--- src/rtl/dcc_wave_pkg.sv ---
package dcc_wave_pkg;
  typedef enum logic [1:0] {
    ST_BIT_START = 2'd0,
    ST_DECIDE    = 2'd1,
    ST_ZERO_FALL = 2'd2,
    ST_ZERO_END  = 2'd3
  } dcc_state_e;
endpackage

--- src/rtl/dcc_tick_div.sv ---
module dcc_tick_div #(
  parameter int TICK_CYC = 5800
) (
  input  logic clk_i,
  input  logic rst_ni,
  output logic tick_o
);
  localparam int CW = (TICK_CYC > 2) ? $clog2(TICK_CYC) : 1;
  localparam logic [CW-1:0] LAST = CW'(TICK_CYC - 1);

  logic [CW-1:0] cnt_q;

  always_ff @(posedge clk_i or negedge rst_ni) begin
    if (!rst_ni)            cnt_q <= '0;
    else if (cnt_q == LAST) cnt_q <= '0;
    else                    cnt_q <= cnt_q + 1'b1;
  end

  assign tick_o = (cnt_q == LAST);

  AST_TICK_SINGLE: assert property (@(posedge clk_i) disable iff (!rst_ni)
    tick_o |=> !tick_o);
endmodule

--- src/rtl/dcc_bit_latch.sv ---
module dcc_bit_latch (
  input  logic clk_i,
  input  logic rst_ni,
  input  logic req_i,
  input  logic bit_i,
  output logic cur_bit_o
);
  logic cur_q;

  // capture at the edge that closes the request cycle
  always_ff @(posedge clk_i or negedge rst_ni) begin
    if (!rst_ni)    cur_q <= 1'b0;
    else if (req_i) cur_q <= bit_i;
  end

  assign cur_bit_o = cur_q;

  AST_HOLD_OUTSIDE_REQ: assert property (@(posedge clk_i) disable iff (!rst_ni)
    !req_i |=> $stable(cur_q));
endmodule

--- src/rtl/dcc_phase_fsm.sv ---
module dcc_phase_fsm
  import dcc_wave_pkg::*;
(
  input  logic clk_i,
  input  logic rst_ni,
  input  logic tick_i,
  input  logic cur_bit_i,
  output logic level_o,
  output logic req_o
);
  dcc_state_e state_q, state_d;
  logic       level_q, level_d;
  logic       req_q, req_d;

  always_comb begin
    state_d = state_q;
    level_d = level_q;
    req_d   = 1'b0;
    if (tick_i) begin
      unique case (state_q)
        ST_BIT_START: begin
          level_d = 1'b1;
          req_d   = 1'b1;
          state_d = ST_DECIDE;
        end
        ST_DECIDE: begin
          if (cur_bit_i) begin
            level_d = 1'b0;
            state_d = ST_BIT_START;
          end else begin
            state_d = ST_ZERO_FALL;
          end
        end
        ST_ZERO_FALL: begin
          level_d = 1'b0;
          state_d = ST_ZERO_END;
        end
        ST_ZERO_END: state_d = ST_BIT_START;
        default:     state_d = ST_BIT_START;
      endcase
    end
  end

  always_ff @(posedge clk_i or negedge rst_ni) begin
    if (!rst_ni) begin
      state_q <= ST_BIT_START;
      level_q <= 1'b0;
      req_q   <= 1'b0;
    end else begin
      state_q <= state_d;
      level_q <= level_d;
      req_q   <= req_d;
    end
  end

  assign level_o = level_q;
  assign req_o   = req_q;

  AST_REQ_PULSE: assert property (@(posedge clk_i) disable iff (!rst_ni)
    req_q |=> !req_q);
  AST_RISE_WITH_REQ: assert property (@(posedge clk_i) disable iff (!rst_ni)
    $rose(level_q) |-> req_q);
  AST_STEP_ON_TICK: assert property (@(posedge clk_i) disable iff (!rst_ni)
    !tick_i |=> $stable(state_q));
  AST_ZERO_HIGH_PHASE: assert property (@(posedge clk_i) disable iff (!rst_ni)
    (state_q == ST_ZERO_FALL) |-> level_q);
  AST_ZERO_LOW_PHASE: assert property (@(posedge clk_i) disable iff (!rst_ni)
    (state_q == ST_ZERO_END) |-> !level_q);
  AST_DECIDE_HIGH: assert property (@(posedge clk_i) disable iff (!rst_ni)
    (state_q == ST_DECIDE) |-> level_q);
endmodule

--- src/rtl/dcc_wave_gen.sv ---
module dcc_wave_gen #(
  parameter int CLK_HZ  = 100_000_000,
  parameter int TICK_US = 58
) (
  input  logic clk_i,
  input  logic rst_ni,
  input  logic en_i,
  input  logic bit_i,
  output logic bit_req_o,
  output logic track_o
);
  localparam int TICK_CYC_RAW = (CLK_HZ / 1_000_000) * TICK_US;
  // capture must land before the deciding tick
  localparam int TICK_CYC = (TICK_CYC_RAW < 2) ? 2 : TICK_CYC_RAW;

  logic tick;
  logic level;
  logic req;
  logic cur_bit;

  dcc_tick_div #(.TICK_CYC(TICK_CYC)) u_div (
    .clk_i  (clk_i),
    .rst_ni (rst_ni),
    .tick_o (tick)
  );

  dcc_phase_fsm u_fsm (
    .clk_i     (clk_i),
    .rst_ni    (rst_ni),
    .tick_i    (tick),
    .cur_bit_i (cur_bit),
    .level_o   (level),
    .req_o     (req)
  );

  dcc_bit_latch u_latch (
    .clk_i     (clk_i),
    .rst_ni    (rst_ni),
    .req_i     (req),
    .bit_i     (bit_i),
    .cur_bit_o (cur_bit)
  );

  assign bit_req_o = req;
  assign track_o   = level & en_i;

  AST_REQ_AT_RISE: assert property (@(posedge clk_i) disable iff (!rst_ni)
    bit_req_o |-> level);
endmodule

--- config.mk ---
export PLATFORM = sky130hd
export DESIGN_NAME = dcc_wave_gen
export DESIGN_NICKNAME = d
export VERILOG_FILES = /design/src/rtl/dcc_wave_pkg.sv /design/src/rtl/dcc_tick_div.sv /design/src/rtl/dcc_bit_latch.sv /design/src/rtl/dcc_phase_fsm.sv /design/src/rtl/dcc_wave_gen.sv
export SDC_FILE = /design/constraint.sdc
export NUM_CORES = 1
export LEC_CHECK = 0
export BUFFER_PORTS_ARGS = -buffer_cell sky130_fd_sc_hd__buf_2
export CAP_MARGIN = 20
export CORE_MARGIN = 2
export CORE_UTILIZATION = 40
export CTS_CLUSTER_SIZE = 40
export DETAILED_ROUTE_END_ITERATION = 10
export PLACE_DENSITY = 0.66
export RECOVER_POWER = 25
export SYNTH_ARGS = -nofsm -noshare
export SYNTH_HDL_FRONTEND = slang
export SYNTH_SLANG_ARGS = --single-unit
--- constraint.sdc ---
create_clock -name clk_i -period 3.6 [get_ports clk_i]
set_input_delay 0.18 -clock clk_i [delete_from_list [all_inputs] [get_ports clk_i]]
set_output_delay 0.18 -clock clk_i [all_outputs]
set_load 0.05 [all_outputs]
==> flow_metrics.tcl, run 1 <==
set metrics [dict create \
    outcome "complete, no violations" \
    grt_pass1_wl_mm 2.39 \
    post_drt_wl_per_cell_um 11.4 \
    stdcell_count 117 \
    cts_made_buffers 3 \
    nets 100 \
    critPathKind "flop to flop" \
    cts_tree "yes" \
    coreArea_sq_um 2170 \
    fin_crit_sh_pct 58.7 \
    final_common_cell "dfrtp_1" \
    hp-start "bit_i" \
    clock_latency_ns 0.29 \
    cts_resized 0 \
    worstMarginPinSlew_ns 0.956 \
    path_clk_slew_ns 0.10 \
    fill_cells 217 \
    ant_nets 0 \
    grt_max_degree 19 \
    postSynthCellCount 80 \
    dp_hpwl_mm 1.01 \
    crit_fanout 14 \
    ios 6 \
    ff_latch_area_sq_um 450 \
    p_per_area_nw_per_um2 331 \
    ys_warn_count 0 \
    drive_gt1_share_pct 15.7 \
    hold_path_end "u_latch.cur_bit_o" \
    dp.cells 112 \
    setup_violations 0 \
    avgSynthCellArea_sq_um 11.3 \
    numPortBuffers 5 \
    cts-root-buf "clkbuf_4" \
    hold_class "input port to flop" \
    timing.fmax_mhz 474 \
    gp_congestion 0.758 \
    reg2reg_slack_ns 1.49 \
    syn_area_sq_um 906 \
    start_kind "flop" \
    met1_length_um 670 \
    die_h_um 51.6 \
    initialDrtViolationCount 5 \
    hold_viol 0 \
    routed_wl_mm 1.33 \
    die_w_um 51.6 \
    hold_depth 2 \
    rsz0062_at_grt "no" \
    ys_ff_latch 18 \
    drc_errors 0 \
    final_area_sq_um 1000 \
    met3_length_um 34 \
    wl_met2_um 600 \
    ctsLongestPathBuffers 2 \
    finClkSkew_ns 0.00821 \
    synth.distinct_cells 29 \
    reg2reg_from "u_div.cnt_q[3]" \
    placed_area_sq_um 955 \
    hold-worst-slack_ns 0.110 \
    slew_headroom_pct 36.3 \
    layout_common_cells "18 x dfrtp_1, 7 x nor2_1, 6 x nand3_1, 6 x ha_1, 5 x o21ai_0" \
    leakage_uw 0.000485 \
    synth_fp_nets 90 \
    yosysSeqAreaShare_pct 49.7 \
    cap_violations 0 \
    htree_levels 1 \
    slew_viol_final 0 \
    peakVddDrop_mv 0.157 \
    cp.required_ns 3.78 \
    multi_input_area_sq_um 429 \
    end_kind "flop" \
    post_cts_buffers 0 \
    grt_pass1_vias 561 \
    fp.dieArea_sq_um 2660 \
    antenna_found_initial 0 \
    grtUsageTotal_pct 12.0 \
    numClockSinks 18 \
    grt-ovfl-total 0 \
    arrival_ns 2.29 \
    post-route-min-period_ns 2.11 \
    setup_tns_ns 0 \
    drt-pass1-iter-count 3 \
    vias 592 \
    vias_per_cell 5.06 \
    dr.max_layer_used "met4" \
    area_growth_pct 10.4 \
    antennaDiodeCount 0 \
    r2r_cells 4 \
    start_util_pct 41.8 \
    rows 17 \
]
==> through the flow <==
stage	utilization (%)	setup slack (ns)	power [uW]
global placement	44.0	1.54	211
CTS	46.1	1.48	336
floorplan	-	1.82	206
finish	46.1	1.49	331
global route	46.1	1.37	348
detailed placement	44.0	1.49	212
==> where the power goes <==
group          switching [uW]  internal, uW
sequential                  0           202
combinational            4.05          1.69
clock                    61.2          61.6
total                    65.3           265
==> critical path, stage by stage (launching register included) <==
cell and delay, ns:
dfrtp_1 0.44, or4b_4 0.56, nor4_4 0.58, nand2_2 0.11, mux2_4 0.31
==> layout make-up <==
type	instances	share of cell area, %
multi-input combinational	57	42.9
clock buffer	4	3.63
sequential	18	45.1
timing repair buffer	6	3.38
inverter	4	1.50
tap	28	3.50
==> kinds of logic after synthesis <==
family,share of synthesized area (%)
fa+ha+maj,8.29
mux,5.25
flops,49.7
buf+inv,2.90
compound gates,4.97
xor+xnor,5.80
simple gates,23.1
==> Yosys cell counts <==
cell	n	area (sq um)
a21o_1	1	7.51
a21oi_1	1	5.00
and2_1	2	12.5
and2b_1	1	7.51
and3_1	2	12.5
and3b_1	1	8.76
buf_6	1	11.3
dfrtp_1	18	450
ha_1	6	75.1
inv_1	4	15.0
mux2_2	2	22.5
mux2_4	1	15.0
mux2i_1	1	10.0
nand2_1	3	11.3
nand2_2	1	6.26
nand3_1	6	30.0
nand3b_1	2	15.0
nor2_1	7	26.3
nor2b_1	1	6.26
nor3_1	1	5.00
nor4_4	1	21.3
o21ai_0	5	25.0
o31ai_1	1	7.51
or3_1	1	6.26
or4_1	2	15.0
or4b_4	1	13.8
or4bb_1	1	11.3
xnor2_1	2	17.5
xor2_1	4	35.0
==> state kept, by name (all words and copies together) (netlist names), named ones only <==
| name | flops |
|---|---|
| u_div.cnt_q | 13 |
| u_fsm.level_o | 1 |
| u_fsm.req_o | 1 |
| u_fsm.state_q | 1 |
| u_latch.cur_bit_o | 1 |
==> how the worst max path moves through the flow <==
stage / slack [ns] / end / depth (start not counted) / start
after floorplan: 1.82 / flop / 4 / u_div.cnt_q[3]
after global placement: 1.54 / flop / 4 / u_div.cnt_q[3]
after detailed placement: 1.49 / flop / 4 / u_div.cnt_q[3]
after CTS: 1.48 / flop / 4 / u_div.cnt_q[3]
after global routing: 1.37 / u_div.cnt_q[10] / 4 / u_div.cnt_q[3]
final: 1.49 / flop / 4 / u_div.cnt_q[3]
==> layer usage <==
metal / global-route usage (%) / vias to the layer above
met5: 0 / -
met4: 6.58 / 0
met3: 2.59 / 3
met2: 19.0 / 8
met1: 15.3 / 286
li1: - / 295
==> what timing repair did <==
item / in CTS / in global routing
endpoints found under the hold margin: 18 / 0
hold buffers: 1 / 0
endpoints found under the setup margin: 0 / 0
No activity file was read; power rests on OpenSTA's default activity.
==> run 2: changes to the inputs <==
Settings changed: PLACE_DENSITY 0.66 to 0.68.
Clock period 3.6 ns to 1.7 ns, I/O delays scaled along.
==> flow_metrics.tcl, run 2 (same netlist as run 1, synthesis figures left out) <==
set metrics [dict create \
    outcome "complete, but fails checks" \
    failed_checks "setup timing" \
    die_w_um 51.6 \
    rsz0062_at_grt "yes" \
    coreArea_sq_um 2170 \
    ios 6 \
    layout_common_cells "18 x dfrtp_1, 12 x buf_4, 6 x nand3_1, 6 x nor2_1, 6 x ha_1" \
    initialDrtViolationCount 3 \
    drc_errors 0 \
    fill_cells 214 \
    antenna_found_initial 0 \
    final_area_sq_um 1120 \
    timing.fmax_mhz 553 \
    grt_pass1_vias 693 \
    fin_crit_sh_pct 106 \
    crit_path_cell_trace "or4bb_4 > nor4_4 > buf_6 > nand2_2 > mux2_4" \
    grt_max_degree 19 \
    dp_worst_setup_slack_ns -0.138 \
    ant_nets 0 \
    cts_made_buffers 3 \
    cap_violations 0 \
    ctsLongestPathBuffers 2 \
    die_h_um 51.6 \
    critPathKind "flop to flop" \
    hold_class "input port to flop" \
    rows 17 \
    cts_tree "yes" \
    cpPeakStageDelay_ns 0.55 \
    placed_area_sq_um 1030 \
    cts-root-buf "clkbuf_4" \
    crit_fanout 6 \
    crit_family "simple AND/OR/NAND/NOR gates" \
    vias_per_cell 4.96 \
    vias 645 \
    start_util_pct 41.8 \
    path_clk_slew_ns 0.10 \
    grt-ovfl-total 0 \
    post_drt_wl_per_cell_um 12.8 \
    p_per_area_nw_per_um2 625 \
    leakage_uw 0.000560 \
    htree_levels 1 \
    gp_congestion 0.800 \
    cp.required_ns 1.88 \
    routed_wl_mm 1.66 \
    hold_viol 0 \
    hp-start "bit_i" \
    finClkSkew_ns 0.00609 \
    grtUsageTotal_pct 14.7 \
    numPortBuffers 5 \
    area_growth_pct 23.2 \
    antennaDiodeCount 0 \
    slew_headroom_pct 34.9 \
    nets 113 \
    dp_hpwl_mm 1.27 \
    largest_register_ffs 13 \
    post-route-min-period_ns 1.81 \
    start_kind "flop" \
    regMostFlops "u_div.cnt_q" \
    fin_ws_ns -0.109 \
    fp.dieArea_sq_um 2660 \
    startpoint "u_div.cnt_q[4]" \
    reg2reg_from "u_div.cnt_q[4]" \
    arrival_ns 1.98 \
    cp_slowest_cell "or4bb_4" \
    path_buf_inv 1 \
    clock_latency_ns 0.29 \
    setup_violations 5 \
    slew_viol_final 0 \
    peakVddDrop_mv 0.388 \
    grt_pass1_wl_mm 2.88 \
    final_common_cell "dfrtp_1" \
    end_kind "flop" \
    drive_gt1_share_pct 28.4 \
    worstMarginPinSlew_ns 0.977 \
    finish.utilization_pct 51.4 \
    numClockSinks 18 \
    drt-pass1-iter-count 2 \
]
run 2: cell type report:
| cell class | count | area, sq um | area share (%) |
|---|---|---|---|
| sequential | 18 | 450 | 40.4 |
| multi-input combinational | 57 | 444 | 39.8 |
| timing repair buffer | 19 | 135 | 12.1 |
| clock buffer | 4 | 36.3 | 3.25 |
| tap | 28 | 35.0 | 3.14 |
| inverter | 4 | 15.0 | 1.35 |
run 2: final timing paths:
kind,end,slack (ns),cells past startpoint
min,u_latch.cur_bit_o,0.02,2
max in group asynchronous,u_div.cnt_q[10],0.64,2
max reg2reg,flop,-0.11,5
min in group asynchronous,u_div.cnt_q[6],0.46,2
min reg2reg,u_div.cnt_q[12],0.47,1
max,flop,-0.11,5
run 2: where the power goes:
group / internal, uW / switching (uW)
clock network: 130 / 127
registers: 428 / 0
logic: 3.57 / 8.82
run 2: repair_timing:
item | in CTS | in global routing
pin swaps | 3 | 2
hold buffers | 1 | 0
gates resized for setup | 2 | 4
hold endpoints to repair | 18 | 0
setup buffers | 1 | 2
endpoints found under the setup margin | 13 | 13
run 2: routing by layer:
layer  GRT usage [%]  up-vias  wire [um]
met5               0        -          0
met4            3.95        0          0
met3            3.45        0         43
met2            28.2       10        929
met1            15.9      316        690
li1                -      319          -
run 2: worst register-to-register path, delay by kind of cell, from the launching register on:
kind | cells | cell delay, ns
AND/OR/NAND/NOR | 3 | 0.84
flip-flops | 1 | 0.40
multiplexers | 1 | 0.30
buffers and inverters | 1 | 0.16
run 2: metrics by stage:
stage | hold WS, ns | total power, uW | setup TNS (ns) | std cells
2_1_floorplan | -0.211 | 436 | -0.0630 | 80
3_3_place_gp | 0.0333 | 448 | -0.180 | 122
3_5_place_dp | 0.0399 | 448 | -0.597 | 122
4_1_cts | 0.0179 | 710 | -0.291 | 128
5_1_grt | 0.0143 | 726 | -0.685 | 130
6_report | 0.0241 | 698 | -0.230 | 130
